**src/rtl/csel_pkg.sv**
```systemverilog
package csel_pkg;
  localparam int PAGE_W     = 8;
  localparam int WS_W       = 3;
  localparam int CTL_EN_BIT = 0;
  localparam int CTL_IO_BIT = 1;
  localparam int CTL_WS_LSB = 2;

  typedef enum logic [1:0] {
    REG_LO   = 2'd0,
    REG_HI   = 2'd1,
    REG_CTL  = 2'd2,
    REG_NONE = 2'd3
  } reg_sel_e;

  typedef struct packed {
    logic [WS_W-1:0]   ws;
    logic              is_io;
    logic              en;
    logic [PAGE_W-1:0] hi;
    logic [PAGE_W-1:0] lo;
  } cs_cfg_t;
endpackage

```
**src/rtl/csel_regs.sv**
```systemverilog
module csel_regs
  import csel_pkg::*;
#(
  parameter int NUM_CS = 4,
  localparam int IDX_W = (NUM_CS > 1) ? $clog2(NUM_CS) : 1
) (
  input  logic                      clk,
  input  logic                      rst,
  input  logic                      we,
  input  logic [IDX_W+1:0]          addr,
  input  logic [PAGE_W-1:0]         wdata,
  output cs_cfg_t [NUM_CS-1:0]      cfg
);
  logic [IDX_W-1:0] wr_idx;
  reg_sel_e         wr_reg;

  assign wr_idx = addr[IDX_W+1:2];
  assign wr_reg = reg_sel_e'(addr[1:0]);

  for (genvar g = 0; g < NUM_CS; g++) begin : g_cs
    cs_cfg_t q;
    always_ff @(posedge clk) begin
      if (rst) begin
        q <= '0;
      end else if (we && wr_idx == IDX_W'(g)) begin
        case (wr_reg)
          REG_LO:  q.lo <= wdata;
          REG_HI:  q.hi <= wdata;
          REG_CTL: begin
            q.en    <= wdata[CTL_EN_BIT];
            q.is_io <= wdata[CTL_IO_BIT];
            q.ws    <= wdata[CTL_WS_LSB +: WS_W];
          end
          default: ;
        endcase
      end
    end
    assign cfg[g] = q;
  end
endmodule

```
**src/rtl/csel_match.sv**
```systemverilog
module csel_match
  import csel_pkg::*;
(
  input  cs_cfg_t           cfg,
  input  logic [PAGE_W-1:0] mem_page,
  input  logic [PAGE_W-1:0] io_page,
  input  logic              io_cyc,
  output logic              hit
);
  logic mem_hit;
  logic io_hit;

  assign mem_hit = !io_cyc && !cfg.is_io && (mem_page >= cfg.lo) && (mem_page <= cfg.hi);
  assign io_hit  = io_cyc && cfg.is_io && (io_page == cfg.lo);
  assign hit     = cfg.en && (mem_hit || io_hit);
endmodule

```
**src/rtl/csel_prio.sv**
```systemverilog
module csel_prio #(
  parameter int NUM_CS = 4,
  localparam int IDX_W = (NUM_CS > 1) ? $clog2(NUM_CS) : 1
) (
  input  logic [NUM_CS-1:0] hits,
  output logic [NUM_CS-1:0] grant,
  output logic [IDX_W-1:0]  idx,
  output logic              any
);
  always_comb begin
    grant = '0;
    idx   = '0;
    any   = 1'b0;
    for (int i = 0; i < NUM_CS; i++) begin
      if (hits[i] && !any) begin
        grant[i] = 1'b1;
        idx      = IDX_W'(i);
        any      = 1'b1;
      end
    end
  end
endmodule

```
**src/rtl/csel_wait.sv**
```systemverilog
module csel_wait #(
  parameter int WS_W = 3
) (
  input  logic            clk,
  input  logic            rst,
  input  logic            start,
  input  logic            fast,
  input  logic [WS_W-1:0] ws,
  input  logic            wait_n,
  output logic            accept,
  output logic            finish,
  output logic            busy,
  output logic            done
);
  logic [WS_W-1:0] cnt_q;
  logic            fast_q;

  assign accept = start && !busy;
  assign finish = busy && (cnt_q == '0) && (fast_q || wait_n);

  always_ff @(posedge clk) begin
    if (rst) begin
      busy   <= 1'b0;
      cnt_q  <= '0;
      fast_q <= 1'b0;
      done   <= 1'b0;
    end else begin
      done <= finish;
      if (accept) begin
        busy   <= 1'b1;
        cnt_q  <= fast ? '0 : ws;
        fast_q <= fast;
      end else if (busy) begin
        if (cnt_q != '0) cnt_q <= cnt_q - 1'b1;
        else if (finish) busy <= 1'b0;
      end
    end
  end
endmodule

```
**src/rtl/addr_csel.sv**
```systemverilog
module addr_csel
  import csel_pkg::*;
#(
  parameter int NUM_CS = 4,
  parameter int ADDR_W = 24,
  localparam int IDX_W = (NUM_CS > 1) ? $clog2(NUM_CS) : 1,
  localparam int LOW_W = ADDR_W - 2 * PAGE_W
) (
  input  logic              clk,
  input  logic              rst,
  input  logic              cfg_we,
  input  logic [IDX_W+1:0]  cfg_addr,
  input  logic [PAGE_W-1:0] cfg_wdata,
  input  logic              ram_win_en,
  input  logic [PAGE_W-1:0] ram_win_page,
  input  logic              cyc_start,
  input  logic              cyc_io,
  input  logic              busack,
  input  logic [ADDR_W-1:0] cpu_addr,
  input  logic              wait_n,
  output logic [NUM_CS-1:0] cs_n,
  output logic              ram_sel,
  output logic              cyc_done
);
  cs_cfg_t [NUM_CS-1:0] cfg;
  logic [NUM_CS-1:0]    hits;
  logic [NUM_CS-1:0]    grant;
  logic [IDX_W-1:0]     win_idx;
  logic                 win_any;
  logic [PAGE_W-1:0]    mem_page;
  logic [PAGE_W-1:0]    io_page;
  logic                 ram_hit;
  logic [WS_W-1:0]      sel_ws;
  logic                 accept;
  logic                 finish;
  logic                 busy;
  logic                 unused_low;

  assign mem_page   = cpu_addr[ADDR_W-1 -: PAGE_W];
  assign io_page    = cpu_addr[2*PAGE_W-1 -: PAGE_W];
  assign unused_low = ^cpu_addr[LOW_W-1:0];

  csel_regs #(.NUM_CS(NUM_CS)) u_regs (
    .clk(clk), .rst(rst), .we(cfg_we), .addr(cfg_addr),
    .wdata(cfg_wdata), .cfg(cfg)
  );

  for (genvar g = 0; g < NUM_CS; g++) begin : g_match
    csel_match u_match (
      .cfg(cfg[g]), .mem_page(mem_page), .io_page(io_page),
      .io_cyc(cyc_io), .hit(hits[g])
    );
  end

  csel_prio #(.NUM_CS(NUM_CS)) u_prio (
    .hits(hits), .grant(grant), .idx(win_idx), .any(win_any)
  );

  assign ram_hit = !cyc_io && ram_win_en && (mem_page == ram_win_page);
  assign sel_ws  = (win_any && !ram_hit) ? cfg[win_idx].ws : '0;

  csel_wait #(.WS_W(WS_W)) u_wait (
    .clk(clk), .rst(rst), .start(cyc_start), .fast(busack || ram_hit),
    .ws(sel_ws), .wait_n(wait_n), .accept(accept), .finish(finish),
    .busy(busy), .done(cyc_done)
  );

  always_ff @(posedge clk) begin
    if (rst) begin
      cs_n    <= '1;
      ram_sel <= 1'b0;
    end else if (accept) begin
      cs_n    <= ram_hit ? '1 : ~grant;
      ram_sel <= ram_hit;
    end else if (finish) begin
      cs_n    <= '1;
      ram_sel <= 1'b0;
    end
  end
endmodule

```
**config.mk**
```make
export PLATFORM = sky130hd
export DESIGN_NAME = addr_csel
export DESIGN_NICKNAME = d
export VERILOG_FILES = /design/src/rtl/csel_pkg.sv /design/src/rtl/csel_regs.sv /design/src/rtl/csel_match.sv /design/src/rtl/csel_prio.sv /design/src/rtl/csel_wait.sv /design/src/rtl/addr_csel.sv
export SDC_FILE = /design/constraint.sdc
export NUM_CORES = 1
export LEC_CHECK = 0
export ABC_AREA = 1
export BUFFER_PORTS_ARGS = -buffer_cell sky130_fd_sc_hd__buf_2
export CAP_MARGIN = 20
export CORE_MARGIN = 2
export CORE_UTILIZATION = 37
export DETAILED_ROUTE_END_ITERATION = 10
export PLACE_DENSITY = 0.63
export SYNTH_ARGS = -nofsm -noshare
export SYNTH_HDL_FRONTEND = slang
export SYNTH_SLANG_ARGS = --single-unit
```
**constraint.sdc**
```tcl
create_clock -name clk -period 2.5 [get_ports clk]
set_input_delay 0 -clock clk [delete_from_list [all_inputs] [get_ports clk]]
set_output_delay 0 -clock clk [all_outputs]
set_load 0.1 [all_outputs]
```
# Word-level counts from Yosys, hierarchy flattened
# Index checks and enable logic that the tools add are counted.
dict set report classes {
  n_addsub 1
  order_cmp 9
  n_eq_ne 10
  n_mux 26
  bitwise 1
  n_reduce_logical 73
}
# cell count
set op_table {}
lappend op_table {{binary-select mux 21 bit (select 2 bit)} 1}
lappend op_table {{== test 8 bit} 5}
lappend op_table {{logical AND 1 bit} 37}
lappend op_table {{greater-or-equal comparator 8 bit} 4}
lappend op_table {{<= comparator 8 bit} 4}
lappend op_table {{AND reduction 2 bit} 13}
lappend op_table {{two-way mux 21 bit} 1}
lappend op_table {{two-way mux 3 bit} 5}
lappend op_table {{two-way mux 1 bit} 14}
lappend op_table {{two-way mux 4 bit} 3}
lappend op_table {{zero test 1 bit} 10}
lappend op_table {{== test 2 bit (second input constant)} 3}
lappend op_table {{logical OR 1 bit} 6}
lappend op_table {{nonzero test 2 bit} 3}
lappend op_table {{== test 2 x 1 -> 1 bit (second input constant)} 2}
lappend op_table {{zero test 2 bit} 2}
lappend op_table {{two-way mux 2 bit} 2}
lappend op_table {{NOT 4 bit} 1}
lappend op_table {{zero test 3 bit} 1}
lappend op_table {{< comparator 2 x 3 -> 1 bit (second input constant)} 1}
lappend op_table {{nonzero test 3 bit} 1}
lappend op_table {{subtractor 3 x 1 -> 3 bit (second input constant)} 1}
dict set report word_totals {
  register_bits 95
  input_bits 52
  output_inout_bits 6
  word_cells 146
}

# Longest topological paths before layout
dict set report logic_depth {
  ltp_word 21
  mapped_depth 24
  ltp_nobuf 24
}

# Cells and area by module
# Synthesis repeated with hierarchy kept, for this count alone.
dict set report hier_totals {
  hier_cells 1056
  hier_area_um2 6605.1
}
# mod instances cells_each area_per_inst_um2 seq_area_each_um2
set by_module_without_submodules {}
lappend by_module_without_submodules {csel_regs 1 506 3445.8 1681.6}
lappend by_module_without_submodules {csel_match 4 93 558.0 0.0}
lappend by_module_without_submodules {addr_csel 1 110 523.0 100.1}
lappend by_module_without_submodules {csel_wait 1 55 341.6 120.1}
lappend by_module_without_submodules {csel_prio 1 13 62.6 0.0}

# Worst setup path before layout
# OpenSTA, ideal clock, no wires.
dict set report synth_timing {
  kind {register to register}
  from {register u_regs.g_cs[3].q, in the netlist u_regs.cfg[67]}
  to {register u_wait.cnt_q[2]}
  setup_ns 0.114
  arrival_time_ns 1.858
  t_required_ns 2.386
  slack_ns 0.528
  path_stages_with_launch 18
  n_path_buf 0
  period_less_slack_ns 1.972
  cell_sequence {dfxtp_1 inv_1 ha_1 nand2_1 nor2_1 nand4_1 nand3_1 nand3_1 a21boi_2 nand4_4 nand2_4 nand2_1 nand3_1 nand2_1 nand2_1 nand2_1 nand2_1 a21oi_2}
}
dict set report synth_via {
  elab_chain_len 12
  word_cells_on_any_way 16
  classes_between {1 x order compare; 1 x eq/ne; 7 x mux; 7 x reduce/logical}
}
# element line
set synth_rtl {}
lappend synth_rtl {{from (decl)} csel_regs.sv:21} ;# cs_cfg_t q;
lappend synth_rtl {{greater-or-equal comparator 8 bit} csel_match.sv:13} ;# assign mem_hit = !io_cyc && !cfg.is_io && (mem_page >= cfg.lo) && (mem_page <= cfg.hi);
lappend synth_rtl {{logical AND 1 bit (2 in series)} csel_match.sv:13}
lappend synth_rtl {{logical OR 1 bit *} csel_match.sv:15} ;# assign hit = cfg.en && (mem_hit || io_hit);
lappend synth_rtl {{logical AND 1 bit *} csel_match.sv:15}
lappend synth_rtl {{logical AND 1 bit *} csel_prio.sv:15} ;# if (hits[i] && !any) begin
lappend synth_rtl {{two-way mux 2 bit} csel_prio.sv:15}
lappend synth_rtl {{binary-select mux 21 bit (select 2 bit)} addr_csel.sv:60} ;# assign sel_ws = (win_any && !ram_hit) ? cfg[win_idx].ws : '0;
lappend synth_rtl {{two-way mux 21 bit (not written as such)} addr_csel.sv:60}
lappend synth_rtl {{two-way mux 3 bit *} addr_csel.sv:60}
lappend synth_rtl {{two-way mux 3 bit *} csel_wait.sv:31} ;# cnt_q <= fast ? '0 : ws;
lappend synth_rtl {{two-way mux 3 bit *} csel_wait.sv:29} ;# if (accept) begin
lappend synth_rtl {{to (signal assigned)} csel_wait.sv:31}
lappend synth_rtl {{to (signal assigned)} csel_wait.sv:34} ;# if (cnt_q != '0) cnt_q <= cnt_q - 1'b1;
lappend synth_rtl {{to (decl)} csel_wait.sv:15} ;# logic [WS_W-1:0] cnt_q;
# Every way passes the cells marked *; elsewhere a longest branch is shown, timed or not. The select of a mux whose other input is x is not followed.
# A chain may end at the register's enable or synchronous reset.

# Worst setup path after layout
dict set report layout_timing {
  from {register u_regs.g_cs[2].q, in the netlist u_regs.cfg[47]}
  to {register u_wait.cnt_q[0]}
}
dict set report layout_via {
  elab_chain_len 15
  word_cells_on_any_way 20
  classes_between {1 x order compare; 1 x eq/ne; 9 x mux; 9 x reduce/logical}
}
# element line
set layout_rtl {}
lappend layout_rtl {{from (decl)} csel_regs.sv:21}
lappend layout_rtl {{greater-or-equal comparator 8 bit} csel_match.sv:13}
lappend layout_rtl {{logical AND 1 bit (2 in series)} csel_match.sv:13}
lappend layout_rtl {{logical OR 1 bit *} csel_match.sv:15}
lappend layout_rtl {{logical AND 1 bit *} csel_match.sv:15}
lappend layout_rtl {{logical AND 1 bit *} csel_prio.sv:15}
lappend layout_rtl {{two-way mux 1 bit} csel_prio.sv:15}
lappend layout_rtl {{zero test 1 bit} csel_prio.sv:15}
lappend layout_rtl {{logical AND 1 bit} csel_prio.sv:15}
lappend layout_rtl {{two-way mux 2 bit} csel_prio.sv:15}
lappend layout_rtl {{binary-select mux 21 bit (select 2 bit)} addr_csel.sv:60}
lappend layout_rtl {{two-way mux 21 bit (not written as such)} addr_csel.sv:60}
lappend layout_rtl {{two-way mux 3 bit *} addr_csel.sv:60}
lappend layout_rtl {{two-way mux 3 bit *} csel_wait.sv:31}
lappend layout_rtl {{two-way mux 3 bit *} csel_wait.sv:29}
# Marks and branches as above.

==> impl_metrics.csv <==
group,metric,value,unit
global_route,grt_max_degree,74,
clocking,cts_buffer_depth,2,
worst_setup_path,timing.rr.start,"u_regs.cfg[47]",
outcome,status,"complete, no violations",
timing,layout_min_cycle_time,2.311,ns
timing,worstMarginPinSlew,0.7022,ns
floorplanning,io_pins,58,
global_route,grt_first_pass_wirelength,24540,um
clocking,cts_tree,"done",
final_layout,layout.nets,973,
power,cellLeakagePower,2.897,nW
power,p_int,2.607,mW
job,max_cap_violations,0,
synthesis,yosys.cell_types.count,38,
global_route,overflow,0,
timing,rsz0062_at_grt,"no",
clocking,clk_latency,0.35,ns
clocking,postCtsSetupBuffers,0,
clocking,htree_levels,3,
timing,slew_headroom,53.06,%
synthesis,synthFlopType,"dfxtp_1",
detailed_routing,first_iter_violations,397,
floorplanning,num_rows,45,
worst_setup_path,worstReg2RegEnd,"u_wait.cnt_q[0]",
floorplanning,start_util,37.96,%
worst_setup_path,cpMostUsedCell,"nand2_1",
global_route,grt_usage,19.31,%
detailed_routing,drtAntennaViolNets,0,
detailed_routing,avgViaCountPerCell,4.861,
power,switching_share,27.49,%
power,switching_power,0.9886,mW
clocking,cts_root_buf,"clkbuf_16",
final_layout,area_delta_synth_final,13.48,%
synthesis,syn_area,5792,sq um
global_route,antenna_found_initial,0,
detailed_routing,vias,5206,
worst_hold_path,min_from,"wait_n",
synthesis,syn_inst,815,
placed_design,hpwl,10960,um
timing,fmax,0.4327,GHz
timing,setup-tns-final,0,ns
worst_setup_path,crit_chain,"inv_1 > ha_1 > a21oi_1 > nor2_1 > nor3_1 > nand2_1 > nand3_1 > nand2_1 > nand2_4 > nand4_4 > nand2_4 > nand2_1 > o211ai_1 > o21ai_1 > nand2_1 > a21oi_1",
floorplanning,dieArea,16670,sq um
clocking,cts_buffers,9,
detailed_routing,routedWlPerCell,14.60,um
final_layout,drive_above_1_share,10.58,%
synthesis,syn_nets,933,
placed_design,place_inst,1052,
timing,hold_viol,0,
power,pwr-share-seq,43.9,%
power,peakVddDrop,0.0003701,V
worst_setup_path,critical_path.startpoint_type,"flop",
detailed_routing,drt_pre_antenna_iters,4,
timing,fin_skew,0.009676,ns
worst_setup_path,cpMaxStageDelayCell,"dfxtp_1",
worst_hold_path,hold-path-cell-count,3,
worst_setup_path,required,2.74,ns
placed_design,io_buffers,49,
worst_setup_path,reg2regPathDepth,16,
worst_setup_path,path_max_fanout,7,
synthesis,async_reset_ff_share,0,%
timing,min_period_over_period,92.45,%
final_layout,n_antenna_cell,0,
floorplanning,die_h,129.1,um
worst_hold_path,hp-class,"input pin to flop",
power,p_clk_share,40.7,%
floorplanning,die_w,129.1,um
final_layout,mostFrequentLayoutCell,"inv_1",
worst_setup_path,cp-end-kind,"flop",
detailed_routing,wirelength,15640,um
floorplanning,fp.coreArea,15260,sq um
clocking,clock-sinks,95,
final_layout,mostFrequentLayoutCells,"122 x inv_1, 118 x nand2_1, 104 x nor2_1",
worst_setup_path,worstSetupPathType,"flop to flop",
worst_setup_path,r2r_setup_slack,0.19,ns
detailed_routing,drc,0,
worst_setup_path,crit_arrival,2.55,ns
synthesis,synth_enable_flop_cells,0,
power,powerDensity,547.1,nW/um^2
synthesis,yosys_warnings,0,
timing,drv_slew,0,
final_layout,stdcell_count,1071,
synthesis,synth-seq-area-share,32.84,%
clocking,clkTransAtPathRegs,0.07,ns
worst_hold_path,hold-path-endpoint,"u_wait.done",
power,pwr-share-comb,15.4,%
global_route,grt_pass1_vias,4713,
worst_setup_path,critPathMaxStageDelay,0.36,ns
placed_design,place.gp.congestion,0.8089,
timing,setup-violations-final,0,
synthesis,synth_area_per_cell,7.107,sq um
synthesis,synth-seq-cells,95,
[power by group through the flow]
| stage | Clock, mW | Sequential (mW) | Combinational, mW |
|---|---|---|---|
| 2_1_floorplan | 0 | 1.62 | 0.350 |
| 3_3_place_gp | 0 | 1.61 | 0.539 |
| 5_1_grt | 1.54 | 1.58 | 0.633 |
| 6_report | 1.46 | 1.58 | 0.555 |
| 4_1_cts | 1.48 | 1.58 | 0.554 |
| 3_5_place_dp | 0 | 1.61 | 0.548 |
[layer usage]
layer	track usage, %	vias up	share of wire (%)
met2	30.43	90	43
met4	7.353	0	2.3
met5	0	-	0
li1	-	2744	-
met1	26.65	2351	51
met3	2.973	21	4.2
[flip-flops by register name, indices dropped and copies added (netlist names)]
name and cells:
cs_n 4, ram_sel 1, u_regs.cfg 84, u_wait.busy 1, u_wait.cnt_q 3, u_wait.done 1
u_wait.fast_q 1
[per-stage QoR]
stage                     hold WS [ns]  utilization [%]  power (mW)  instance area, sq um  setup slack [ns]
after detailed placement        0.2391            40.78       2.161                  6222            0.1542
after global routing           0.07112            43.08       3.759                  6573          0.002407
after floorplan                0.06244                -       1.973                  5792            0.5281
final                          0.04026            43.08       3.596                  6573            0.1887
after CTS                      0.02752            43.01       3.611                  6563            0.2022
after global placement          0.2362            40.78       2.151                  6222            0.1906
[cells by family (layout without fill, tap and decap cells)]
logic type	Yosys count	in the layout	share of synthesized area, %
xor gates and xnor gates	20	20	3.154
adders and majority gates	66	66	14.26
DFF	95	95	32.84
and+or+nand+nor	272	272	20.37
buffers and inverters	151	196	9.937
AOI/OAI and AO/OA	211	211	19.44
[cell usage after synthesis (9+ instances only)]
cell	instances	area [sq um]
a21oi_1	86	430.4
clkbuf_1	22	82.58
nand3_1	10	50.05
inv_1	122	457.9
xor2_1	13	113.9
nor2_1	104	390.4
ha_1	66	825.8
o22ai_1	9	56.30
dfxtp_1	95	1902
o21ai_0	89	445.4
nand2_1	119	446.7
[cell type report]
type | count | area (sq um)
repair buffers | 53 | 295.3
multi-input cells | 569 | 3324
fillers | 1595 | 8686
inverters | 127 | 476.7
flip-flops and latches | 95 | 1902
clock buffers | 13 | 270.3
well taps | 211 | 264.0
clock inverters | 3 | 40.04
[worst max-delay path: cells and delay by family (launching register included)]
family,cells,cell delay (ns)
AND/OR/NAND/NOR,10,1.08
AO/OA/AOI/OAI,4,0.41
flip-flops,1,0.36
adder cells (fa/ha/maj),1,0.29
buffers and inverters,1,0.07
[how the worst max path moves through the flow]
stage	from	end	slack [ns]	depth (start not counted)
5_1_grt	u_regs.cfg[7]	u_wait.cnt_q[0]	0.002	17
4_1_cts	u_regs.cfg[47]	u_wait.cnt_q[0]	0.20	16
3_5_place_dp	cpu_addr[16]	u_wait.cnt_q[0]	0.15	20
6_report	u_regs.cfg[47]	u_wait.cnt_q[0]	0.19	16
3_3_place_gp	cpu_addr[16]	u_wait.cnt_q[2]	0.19	22
2_1_floorplan	u_regs.cfg[67]	u_wait.cnt_q[2]	0.53	17
[timing repair]
item                                    4_1_cts  5_1_grt
hold buffers                                  3        0
gates resized for setup                       0        2
endpoints found under the hold margin         5        0
endpoints found under the setup margin        0        1
Power figures use the tool's default switching activity.
